<file path="config.mk">
export PLATFORM = sky130hd
export DESIGN_NAME = nib_alu
export DESIGN_NICKNAME = d
export VERILOG_FILES = /design/src/rtl/nib_alu.sv
export SDC_FILE = /design/constraint.sdc
export NUM_CORES = 1
export LEC_CHECK = 0
export ABC_AREA = 1
export BUFFER_PORTS_ARGS = -buffer_cell sky130_fd_sc_hd__buf_4
export CAP_MARGIN = 5
export CELL_PAD_IN_SITES_DETAIL_PLACEMENT = 2
export CELL_PAD_IN_SITES_GLOBAL_PLACEMENT = 2
export CORE_UTILIZATION = 26
export CTS_CLUSTER_DIAMETER = 200
export CTS_CLUSTER_SIZE = 14
export DETAILED_ROUTE_END_ITERATION = 10
export PLACE_DENSITY = 0.84
export SLEW_MARGIN = 20
export SYNTH_ARGS = -nofsm -noshare
export SYNTH_HDL_FRONTEND = slang
export SYNTH_SLANG_ARGS = --single-unit
</file>
<file path="constraint.sdc">
create_clock -name clk -period 5.9 [get_ports clk]
set_input_delay 1.77 -clock clk [delete_from_list [all_inputs] [get_ports clk]]
set_output_delay 1.77 -clock clk [all_outputs]
set_load 0.03 [all_outputs]
</file>
<file path="src/rtl/nib_alu.sv">
module nib_alu (
  input  logic        clk,
  input  logic        rst_n,
  input  logic        op_valid,
  input  logic [3:0]  op_sel,
  input  logic [7:0]  opa,
  input  logic [7:0]  opb,
  input  logic [15:0] wide_a,
  input  logic [15:0] wide_b,
  output logic [7:0]  result,
  output logic [15:0] wide_result,
  output logic [7:0]  flags
);
  localparam int ZB = 7;
  localparam int NB = 6;
  localparam int HB = 5;
  localparam int CB = 4;

  localparam logic [3:0] OP_ADD = 4'd0, OP_ADC = 4'd1, OP_SUB = 4'd2, OP_SBC = 4'd3,
                         OP_INC = 4'd4, OP_DEC = 4'd5, OP_RLC = 4'd6, OP_RRC = 4'd7,
                         OP_RL  = 4'd8, OP_RR  = 4'd9, OP_SLA = 4'd10, OP_SRL = 4'd11,
                         OP_BIT = 4'd12, OP_ADD16 = 4'd13, OP_SUB16 = 4'd14;

  logic        cin;
  logic [7:0]  b_eff;
  logic [8:0]  sum9, dif9;
  logic [4:0]  sumh, difh;
  logic [16:0] wsum, wdif;
  logic [12:0] wsumh, wdifh;
  logic [7:0]  nxt;
  logic        sh_out;

  assign cin   = ((op_sel == OP_ADC) || (op_sel == OP_SBC)) && flags[CB];
  assign b_eff = ((op_sel == OP_INC) || (op_sel == OP_DEC)) ? 8'h01 : opb;

  assign sum9  = {1'b0, opa} + {1'b0, b_eff} + {8'h00, cin};
  assign dif9  = {1'b0, opa} - {1'b0, b_eff} - {8'h00, cin};
  assign sumh  = {1'b0, opa[3:0]} + {1'b0, b_eff[3:0]} + {4'h0, cin};
  assign difh  = {1'b0, opa[3:0]} - {1'b0, b_eff[3:0]} - {4'h0, cin};

  assign wsum  = {1'b0, wide_a} + {1'b0, wide_b};
  assign wdif  = {1'b0, wide_a} - {1'b0, wide_b};
  assign wsumh = {1'b0, wide_a[11:0]} + {1'b0, wide_b[11:0]};
  assign wdifh = {1'b0, wide_a[11:0]} - {1'b0, wide_b[11:0]};

  assign wide_result = (op_sel == OP_SUB16) ? wdif[15:0] : wsum[15:0];

  always_comb begin
    result = opa;
    nxt    = flags;
    sh_out = 1'b0;
    case (op_sel)
      OP_ADD, OP_ADC: begin
        result = sum9[7:0];
        nxt = {~|sum9[7:0], 1'b0, sumh[4], sum9[8], 4'h0};
      end
      OP_SUB, OP_SBC: begin
        result = dif9[7:0];
        nxt = {~|dif9[7:0], 1'b1, difh[4], dif9[8], 4'h0};
      end
      OP_INC: begin
        result = sum9[7:0];
        nxt = {~|sum9[7:0], 1'b0, sumh[4], flags[CB], 4'h0};
      end
      OP_DEC: begin
        result = dif9[7:0];
        nxt = {~|dif9[7:0], 1'b1, difh[4], flags[CB], 4'h0};
      end
      OP_RLC, OP_RL, OP_SLA: begin
        sh_out = opa[7];
        case (op_sel)
          OP_RLC:  result = {opa[6:0], opa[7]};
          OP_RL:   result = {opa[6:0], flags[CB]};
          default: result = {opa[6:0], 1'b0};
        endcase
        nxt = {~|result, 2'b00, sh_out, 4'h0};
      end
      OP_RRC, OP_RR, OP_SRL: begin
        sh_out = opa[0];
        case (op_sel)
          OP_RRC:  result = {opa[0], opa[7:1]};
          OP_RR:   result = {flags[CB], opa[7:1]};
          default: result = {1'b0, opa[7:1]};
        endcase
        nxt = {~|result, 2'b00, sh_out, 4'h0};
      end
      OP_BIT: begin
        nxt[ZB] = ~opa[opb[2:0]];
      end
      OP_ADD16: begin
        nxt = {~|wsum[15:0], 1'b0, wsumh[12], wsum[16], 4'h0};
      end
      OP_SUB16: begin
        nxt = {~|wdif[15:0], 1'b1, wdifh[12], wdif[16], 4'h0};
      end
      default: ;
    endcase
  end

  always_ff @(posedge clk) begin
    if (!rst_n)        flags <= 8'h00;
    else if (op_valid) flags <= nxt;
  end

  assert_low_nibble_zero_R1: assert property (@(posedge clk) disable iff (!rst_n)
    flags[3:0] == 4'h0);

  assert_hold_no_strobe_R2: assert property (@(posedge clk) disable iff (!rst_n)
    !op_valid |=> $stable(flags));

  assert_add_clears_sub_R3: assert property (@(posedge clk) disable iff (!rst_n)
    op_valid && (op_sel == OP_ADD || op_sel == OP_ADC) |=> !flags[NB]);

  assert_sub_sets_sub_R4: assert property (@(posedge clk) disable iff (!rst_n)
    op_valid && (op_sel == OP_SUB || op_sel == OP_SBC) |=> flags[NB]);

  assert_incdec_keep_carry_R6: assert property (@(posedge clk) disable iff (!rst_n)
    op_valid && (op_sel == OP_INC || op_sel == OP_DEC) |=> flags[CB] == $past(flags[CB]));

  assert_circ_rotate_R7: assert property (@(posedge clk) disable iff (!rst_n)
    op_valid && op_sel == OP_RLC |=> flags[CB] == $past(result[0]));

  assert_through_carry_R8: assert property (@(posedge clk) disable iff (!rst_n)
    op_valid && op_sel == OP_RL |=> $past(result[0]) == $past(flags[CB]));

  assert_shift_clears_nh_R9: assert property (@(posedge clk) disable iff (!rst_n)
    op_valid && (op_sel >= OP_RLC && op_sel <= OP_SRL) |=> !flags[NB] && !flags[HB]);

  assert_bit_keeps_rest_R10: assert property (@(posedge clk) disable iff (!rst_n)
    op_valid && op_sel == OP_BIT |=> flags[6:4] == $past(flags[6:4]));

  assert_wide_sub_kind_R11: assert property (@(posedge clk) disable iff (!rst_n)
    op_valid && op_sel == OP_SUB16 |=> flags[NB]);
endmodule

</file>
# Word level (Yosys, flattened, before mapping)
# Index checks and enable logic that the tools add are counted.
word_totals:
  regBits: 8
  output_inout_bits: 32
  elab_cells: 72
op_classes:
  add_sub_neg: 12
  n_lt_le_gt_ge: 1
  eq_ne: 14
  n_mux: 11
  n_bitwise: 3
  n_reduce_logical: 28
op_table:
  columns: ["cell", "n"]
  rows:
  - ["$pmux 7 s8", 1]
  - ["$pmux 8 s4", 1]
  - ["$reduce_or 16->1", 2]
  - ["$reduce_or 8->1", 4]
  - ["$eq 4x4->1 const B", 7]
  - ["$mux 8", 3]
  - ["$add 16x16->17", 1]
  - ["$sub 16x16->17", 1]
  - ["$eq 4x3->1 const B", 4]
  - ["$mux 16", 1]
  - ["$pmux 8 s2", 1]
  - ["$add 12x12->13", 1]
  - ["$sub 12x12->13", 1]
  - ["$reduce_or 3->1", 4]
  - ["$add 8x8->9", 1]
  - ["$add 9x1->9", 1]
  - ["$sub 8x8->9", 1]
  - ["$sub 9x1->9", 1]
  - ["$eq 4x2->1 const B", 2]
  - ["$reduce_bool 8->1", 1]
  - ["$pmux 1 s7", 1]
  - ["$reduce_bool 7->1", 1]
  - ["$logic_not 1->1", 6]
  - ["$reduce_bool 6->1", 1]
  - ["16 further kinds", 21]

# Depth between registers and ports, before layout
# Gate-level depths: netlist of the first run.
logic_depth:
  ltp_word: 8
  depth_mapped: 22
  ltp_nobuf: 22

# Least setup slack after synthesis of the first run
# OpenSTA, ideal clock, no wires.
synth_path:
  path_kind: "input to output"
  startpoint: "in op_sel[2]"
  endpoint: "out result[5]"
  arrival_time_ps: 4117
  setup_slack_ps: 13
  stages: 17
  n_path_buf: 0
  path_cell_list: "inv_1 -> nor2_1 -> inv_1 -> nor2_1 -> inv_2 -> nand2_1 -> inv_1 -> ha_1 -> inv_1 -> ha_1 -> inv_1 -> o21ai_0 -> a21oi_1 -> or2_2 -> nand2_1 -> o22ai_1 -> a211o_1"
synth_via:
  elab_chain_len: 6
  elab_cells_between_ends: 25
  cone_classes: "add/sub: 4; eq/ne: 11; mux: 2; reduce/logical: 8"
synth_rtl:
  columns: ["element", "line", "rtl"]
  rows:
  - ["start, declared", "5", "input logic [3:0] op_sel,"]
  - ["$eq 4x3->1", "34, 52", null]
  - ["$logic_or 1x1->1", "34", "assign b_eff = ((op_sel == OP_INC) || (op_sel == OP_DEC)) ? 8'h01 : opb;"]
  - ["$mux 8", "34", null]
  - ["$sub 8x8->9 or $add 8x8->9 (tied branches)", "37, 36", null]
  - ["$sub 9x1->9 or $add 9x1->9 (tied branches)", "37, 36", null]
  - ["$pmux 8 s4 *", "52", "case (op_sel)"]
  - ["end, declared", "10", "output logic [7:0] result,"]
# Every way passes the cells marked *; elsewhere a longest branch is shown, timed or not.

# Final worst setup path of the first run
layout_path:
  startpoint: "in op_sel[3]"
  endpoint: "out result[4]"
# Same word-level chain as after synthesis.

==> results.yml, run 1 <==
yosys:
  ys_async_sr_fraction_pct: 0
  yosysWarnings: 0
  avgSynthCellArea_um2: 5.33
  seq_area_frac_synth_pct: 1.77
  syn_area_mm2: 0.00451
  synth_common_cells: "nand2_1, inv_1, nor2_1"
  synth_cell_types: 39
  synthCells: 846
  synth_area_leaders: "nand2_1, ha_1, inv_1"
  synth_top_area_share_pct: 21.0
  yosysMostFrequentCell: "nand2_1"
  ys.flop_type: "dfxtp_1"
  yosys.area.top_type: "nand2_1"
  ys_seq_elements: 4
  synth-edff-count: 0
final_layout:
  diodes: 0
  largestRegisters: "flags x4"
  drive_above_1_share_pct: 25.5
  synthToLayoutAreaGrowth_pct: 39.1
  finalNonFillerCells: 1203
  top_register: "flags"
  fillers: 2120
  finalInstanceArea_mm2: 0.00628
  nNetsFinal: 1111
  largest_reg_flops: 4
sta:
  tightest_slew_ns: 0.512
  hold_ws_ns: 0.539
  fin_skew_ns: 0.000833
  fin_ws_ns: -0.166
  final-max-slew-violation-count: 0
  period_share_pct: 103
  rsz0062_at_grt: "true"
  setup_viol: 5
  fmax_mhz: 165
  hold_viol: 0
  maxSlewHeadroom_pct: 65.7
  finalCriticalPeriod_ns: 6.07
setup_path:
  critical_path_class: "primary input to output port"
  critPathSlowestCell: "ha_4"
  crit_path_end_kind: "output port"
  cp.required_ns: 4.13
  reg2reg_depth: 19
  ff2ff_setup_slack_ns: 2.97
  r2r_start: "flags[4]"
  worstPathArrival_ns: 4.30
  path_delay_family: "buffers and inverters"
  r2r-end: "flags[7]"
  slowest_delay_ns: 0.29
  path_depth: 18
  start_kind: "primary input"
  crit_buf_inv: 9
  startpoint: "op_sel[3]"
  cp_max_fo: 6
  crit_path_end: "result[4]"
  worstPathCellList: "buf_8, nor2_4, inv_2, nor2_4, inv_4, nand2_2, inv_2, ha_4, inv_4, ha_4, inv_1, buf_4, nand2_1, xor2_1, inv_1, a211oi_2, o21ai_1, buf_4"
global_route:
  grt_util_all_layers_pct: 26.8
  grt_first_pass_wirelength_mm: 37.5
  grt_max_degree: 33
  grt_pass1_vias: 6875
  grt-ovfl-total: 0
  antenna_found_initial: 0
clock_tree:
  clock_sinks: 4
  cts_htree_levels: 1
  cts_buffers: 3
  cts_tree: "built"
  clk_path_buf_depth: 2
  clock_latency_ns: 0.22
  clockRootBuffer: "clkbuf_16"
  cts_hold_buf: 0
  path_clk_slew_ns: 0.03
placed_design:
  dp_hpwl_mm: 18.8
  dpl-instance-area_mm2: 0.00570
  io_buffers: 82
  place_inst: 1184
  place_congestion: 0.920
  dp_slack_ns: -0.383
route:
  drcViolationCount: 0
  viasPerCell: 5.37
  antenna_left: 0
  vias: 6460
  drt_pass1_iterations: 6
  wirelength_mm: 27.5
  first_iter_violations: 365
  detail_route.wl_per_cell_um: 22.8
power_and_ir_drop:
  p_int_uw: 429
  combPwrFrac_pct: 86.2
  seq_power_share_pct: 3.1
  p_sw_uw: 569
  ir_drop_mv: 0.0740
  p_clk_share_pct: 10.7
  pwr_density_cell_mw_per_mm2: 159
  swShare_pct: 57.0
  leakagePower_nw: 3.46
floorplanning:
  placementRows: 47
  dieArea_mm2: 0.0179
  initial_core_util_pct: 26.9
  die_w_um: 134
  core_area_mm2: 0.0168
  io_pins: 87
  chipHeight_um: 134
outcome:
  violations: "setup timing"
  status: "finished, violations left"
hold_path:
  hp-class: "flip-flop to flip-flop"
  worstHoldStart: "flags[5]"
job:
  maxCapViolations: 0
## power by group through the flow
stage	clock [mW]	sequential, mW	combinational (mW)
floorplan	0	0.0355	0.416
global placement	0	0.0315	0.672
detailed placement	0	0.0316	0.706
CTS	0.109	0.0313	0.749
global route	0.110	0.0315	0.908
finish	0.107	0.0314	0.860
## final cells by class
class	count	area, µm²	share of cell area [%]
sequential	4	80.1	1.28
timing repair buffer	149	1150	18.3
multi-input combinational	662	4070	64.7
tap	220	275	4.38
inverter	165	634	10.1
clock buffer	3	75.1	1.20
## layout by cell type, fill, tap and decap left out, types with 9 or more instances in the layout
master | Yosys | layout
nand2_2 | 2 | 16
nor2_1 | 78 | 72
inv_2 | 5 | 24
inv_1 | 160 | 135
xor2_1 | 25 | 22
o21ai_0 | 29 | 24
nand3_1 | 64 | 58
nand4_1 | 20 | 20
ha_4 | 0 | 9
buf_4 | 6 | 142
a21oi_1 | 49 | 46
nand2_1 | 253 | 237
ha_1 | 65 | 53
## worst min-delay path by stage
stage                     slack, ns       end  cells after the start
after floorplan                0.59  flags[5]                      2
after global placement         0.46  flags[5]                      2
after global routing           0.56  flags[5]                      2
final                          0.54  flags[5]                      2
after detailed placement       0.51  flags[5]                      2
after CTS                      0.52  flags[5]                      2
## stage by stage
| step | TNS (ns) | power (mW) | utilization (%) |
|---|---|---|---|
| 6_report | -0.693 | 0.998 | 37.5 |
| 5_1_grt | -0.847 | 1.05 | 37.5 |
| 4_1_cts | -0.0101 | 0.889 | 36.1 |
| 3_5_place_dp | -1.73 | 0.737 | 34.0 |
| 3_3_place_gp | -0.560 | 0.704 | 34.0 |
| 2_1_floorplan | 0 | 0.451 | - |
## logic make-up after synthesis
| family | after synthesis | share of synthesized area, % |
|---|---|---|
| AND/OR/NAND/NOR | 437 | 40.4 |
| AO/OA/AOI/OAI | 120 | 15.3 |
| XOR/XNOR | 30 | 5.82 |
| adder cells (fa/ha/maj) | 71 | 20.7 |
| buffers and inverters | 183 | 16.0 |
| other | 1 | 0.0831 |
| flip-flops | 4 | 1.77 |
## worst register-to-register path: stages (launching register included)
cell and delay, ns:
dfxtp_1 0.38, inv_1 0.08, nor3_2 0.10, buf_4 0.16
inv_1 0.07, fa_2 0.34, inv_2 0.09, fa_2 0.26
buf_4 0.12, buf_4 0.09, xnor2_1 0.09, nor3_1 0.24
nand2_1 0.16, nor2_1 0.17, nand2_1 0.07, nor2_1 0.15
nor2_1 0.07, nand4_1 0.10, nand2_1 0.06, inv_1 0.06
## repair_timing
item / CTS / global route
setup endpoints to repair: 7 / 5
pin swaps: 16 / 27
gates resized for setup: 55 / 57
setup buffers: 7 / 9
## per-layer routing
layer,vias to the layer above,track usage [%],wire length (µm)
met5,-,0,0
met3,88,1.07,853
met4,0,8.08,1300
met1,3190,33.5,11600
li1,2960,-,-
met2,222,49.3,13800
No activity file was read; power rests on OpenSTA's default activity.
==> inputs of run 2 (changes only) <==
--- a/config.mk
+++ b/config.mk
@@ -15,6 +15,7 @@
 export CTS_CLUSTER_SIZE = 14
 export DETAILED_ROUTE_END_ITERATION = 10
 export PLACE_DENSITY = 0.84
+export SKIP_LAST_GASP = 1
 export SLEW_MARGIN = 20
 export SYNTH_ARGS = -nofsm -noshare
 export SYNTH_HDL_FRONTEND = slang
==> constraint.sdc (replaced) <==
create_clock -name clk -period 5.9 [get_ports clk]
set_input_delay 1.77 -clock clk [delete_from_list [all_inputs] [get_ports clk]]
set_output_delay 1.77 -clock clk [all_outputs]
set_load 0.01 [all_outputs]
==> results.yml, run 2 (synthesized netlist as in run 1, its figures left out) <==
outcome:
  status: "finished, violations left"
  violations: "setup timing"
sta:
  final-max-slew-violation-count: 0
  fin_skew_ns: 0.000207
  finalCriticalPeriod_ns: 6.37
  rsz0062_at_grt: "true"
  fmax_mhz: 157
  setup_viol: 7
  hold_ws_ns: 0.515
  period_share_pct: 108
  hold_viol: 0
  tightest_slew_ns: 0.602
  fin_ws_ns: -0.468
  setup_tns_ns: -1.69
  maxSlewHeadroom_pct: 59.8
placed_design:
  dp_slack_ns: -0.373
  place_congestion: 0.933
  dpl-instance-area_mm2: 0.00569
  io_buffers: 82
  dp_hpwl_mm: 19.2
job:
  maxCapViolations: 0
global_route:
  grt_pass1_vias: 7474
  grt_util_all_layers_pct: 31.8
  grt-ovfl-total: 0
  grt_first_pass_wirelength_mm: 43.3
  grt_max_degree: 33
  antenna_found_initial: 0
clock_tree:
  clk_path_buf_depth: 2
  clock_sinks: 4
  clockRootBuffer: "clkbuf_16"
  cts_tree: "built"
  clock_latency_ns: 0.22
  cts_htree_levels: 1
  path_clk_slew_ns: 0.03
  cts_buffers: 3
final_layout:
  diodes: 0
  synthToLayoutAreaGrowth_pct: 48.7
  final_cell_mix: "nand2_1, buf_4, inv_1"
  drive_above_1_share_pct: 28.8
  fillers: 2112
  layout_commonest_cell: "nand2_1"
  top_register: "flags"
  nNetsFinal: 1144
  finalInstanceArea_mm2: 0.00671
  largestRegisters: "flags x4"
  largest_reg_flops: 4
floorplanning:
  dieArea_mm2: 0.0179
  core_area_mm2: 0.0168
  chipHeight_um: 134
  io_pins: 87
  die_w_um: 134
  placementRows: 47
  initial_core_util_pct: 26.9
route:
  drt_pass1_iterations: 5
  first_iter_violations: 506
  viasPerCell: 5.78
  drcViolationCount: 0
  vias: 7150
  antenna_left: 0
  wirelength_mm: 34.9
  detail_route.wl_per_cell_um: 28.3
setup_path:
  crit_path_end_kind: "output port"
  reg2reg_depth: 33
  start_kind: "primary input"
  cp_max_fo: 6
  critical_path_class: "primary input to output port"
  worstPathArrival_ns: 4.60
  cp.required_ns: 4.13
power_and_ir_drop:
  pwr_density_cell_mw_per_mm2: 165
  leakagePower_nw: 3.66
  total_power_mw: 1.11
  ir_drop_mv: 0.0655
hold_path:
  hold_depth: 2
  hp-class: "flip-flop to flip-flop"
run 2: cell types whose count changed in the layout (fill, tap and decap cells not counted), sizes merged:
cell / delta
buf: +33
inv: -1
clkinv: +1
run 2: final cells by class:
type	instances	area, µm²	share of cell area (%)
clock buffers	3	75.1	1.12
repair buffers	182	1430	21.3
well taps	220	275	4.10
multi-input cells	662	4200	62.6
flip-flops and latches	4	80.1	1.19
inverters	165	649	9.68
run 2: what timing repair did:
item	4_1_cts	5_1_grt
gates resized for setup	64	82
endpoints found under the setup margin	6	7
buffers inserted	33	17
pin swaps	26	41
endpoints found under the hold margin	0	0
hold buffers	0	0
run 2: path summary, 6_finish.rpt:
path / from / endpoint / slack [ns]
worst min register to register: flags[5] / flags[5] / 0.51
worst min-delay path: flags[5] / flags[5] / 0.51
worst max register to register: flags[4] / flags[5] / 1.21
worst max-delay path: op_sel[2] / result[6] / -0.47
run 2: stage by stage:
stage / utilization (%) / cells
after floorplan: - / 849
after global routing: 40.0 / 1236
after global placement: 33.9 / 1183
after detailed placement: 33.9 / 1183
final: 40.0 / 1236
after CTS: 37.3 / 1219
run 2: report_power, final:
group | internal (mW) | switching, mW
clock network | 0.0865 | 0.0187
logic | 0.376 | 0.593
registers | 0.0295 | 0.00196
total | 0.492 | 0.614
run 2: per-layer routing:
metal,share of wire (%),track usage [%],up-vias
li1,-,-,3022
met4,8.9,18.9,0
met1,38,36.0,3557
met2,48,57.5,393
met5,0,0,-
met3,5.5,3.01,178
run 2: worst max-delay path: stages:
cell,delay (ns)
buf_8,0.08
inv_6,0.03
nor2_4,0.11
inv_2,0.06
nor2_4,0.12
clkinv_4,0.16
nand2_4,0.11
inv_2,0.07
ha_4,0.27
inv_2,0.07
ha_4,0.28
inv_1,0.12
o21ai_0,0.11
nand2_1,0.11
nand3b_1,0.21
xnor2_2,0.35
o22ai_2,0.15
a211o_1,0.28
buf_6,0.13
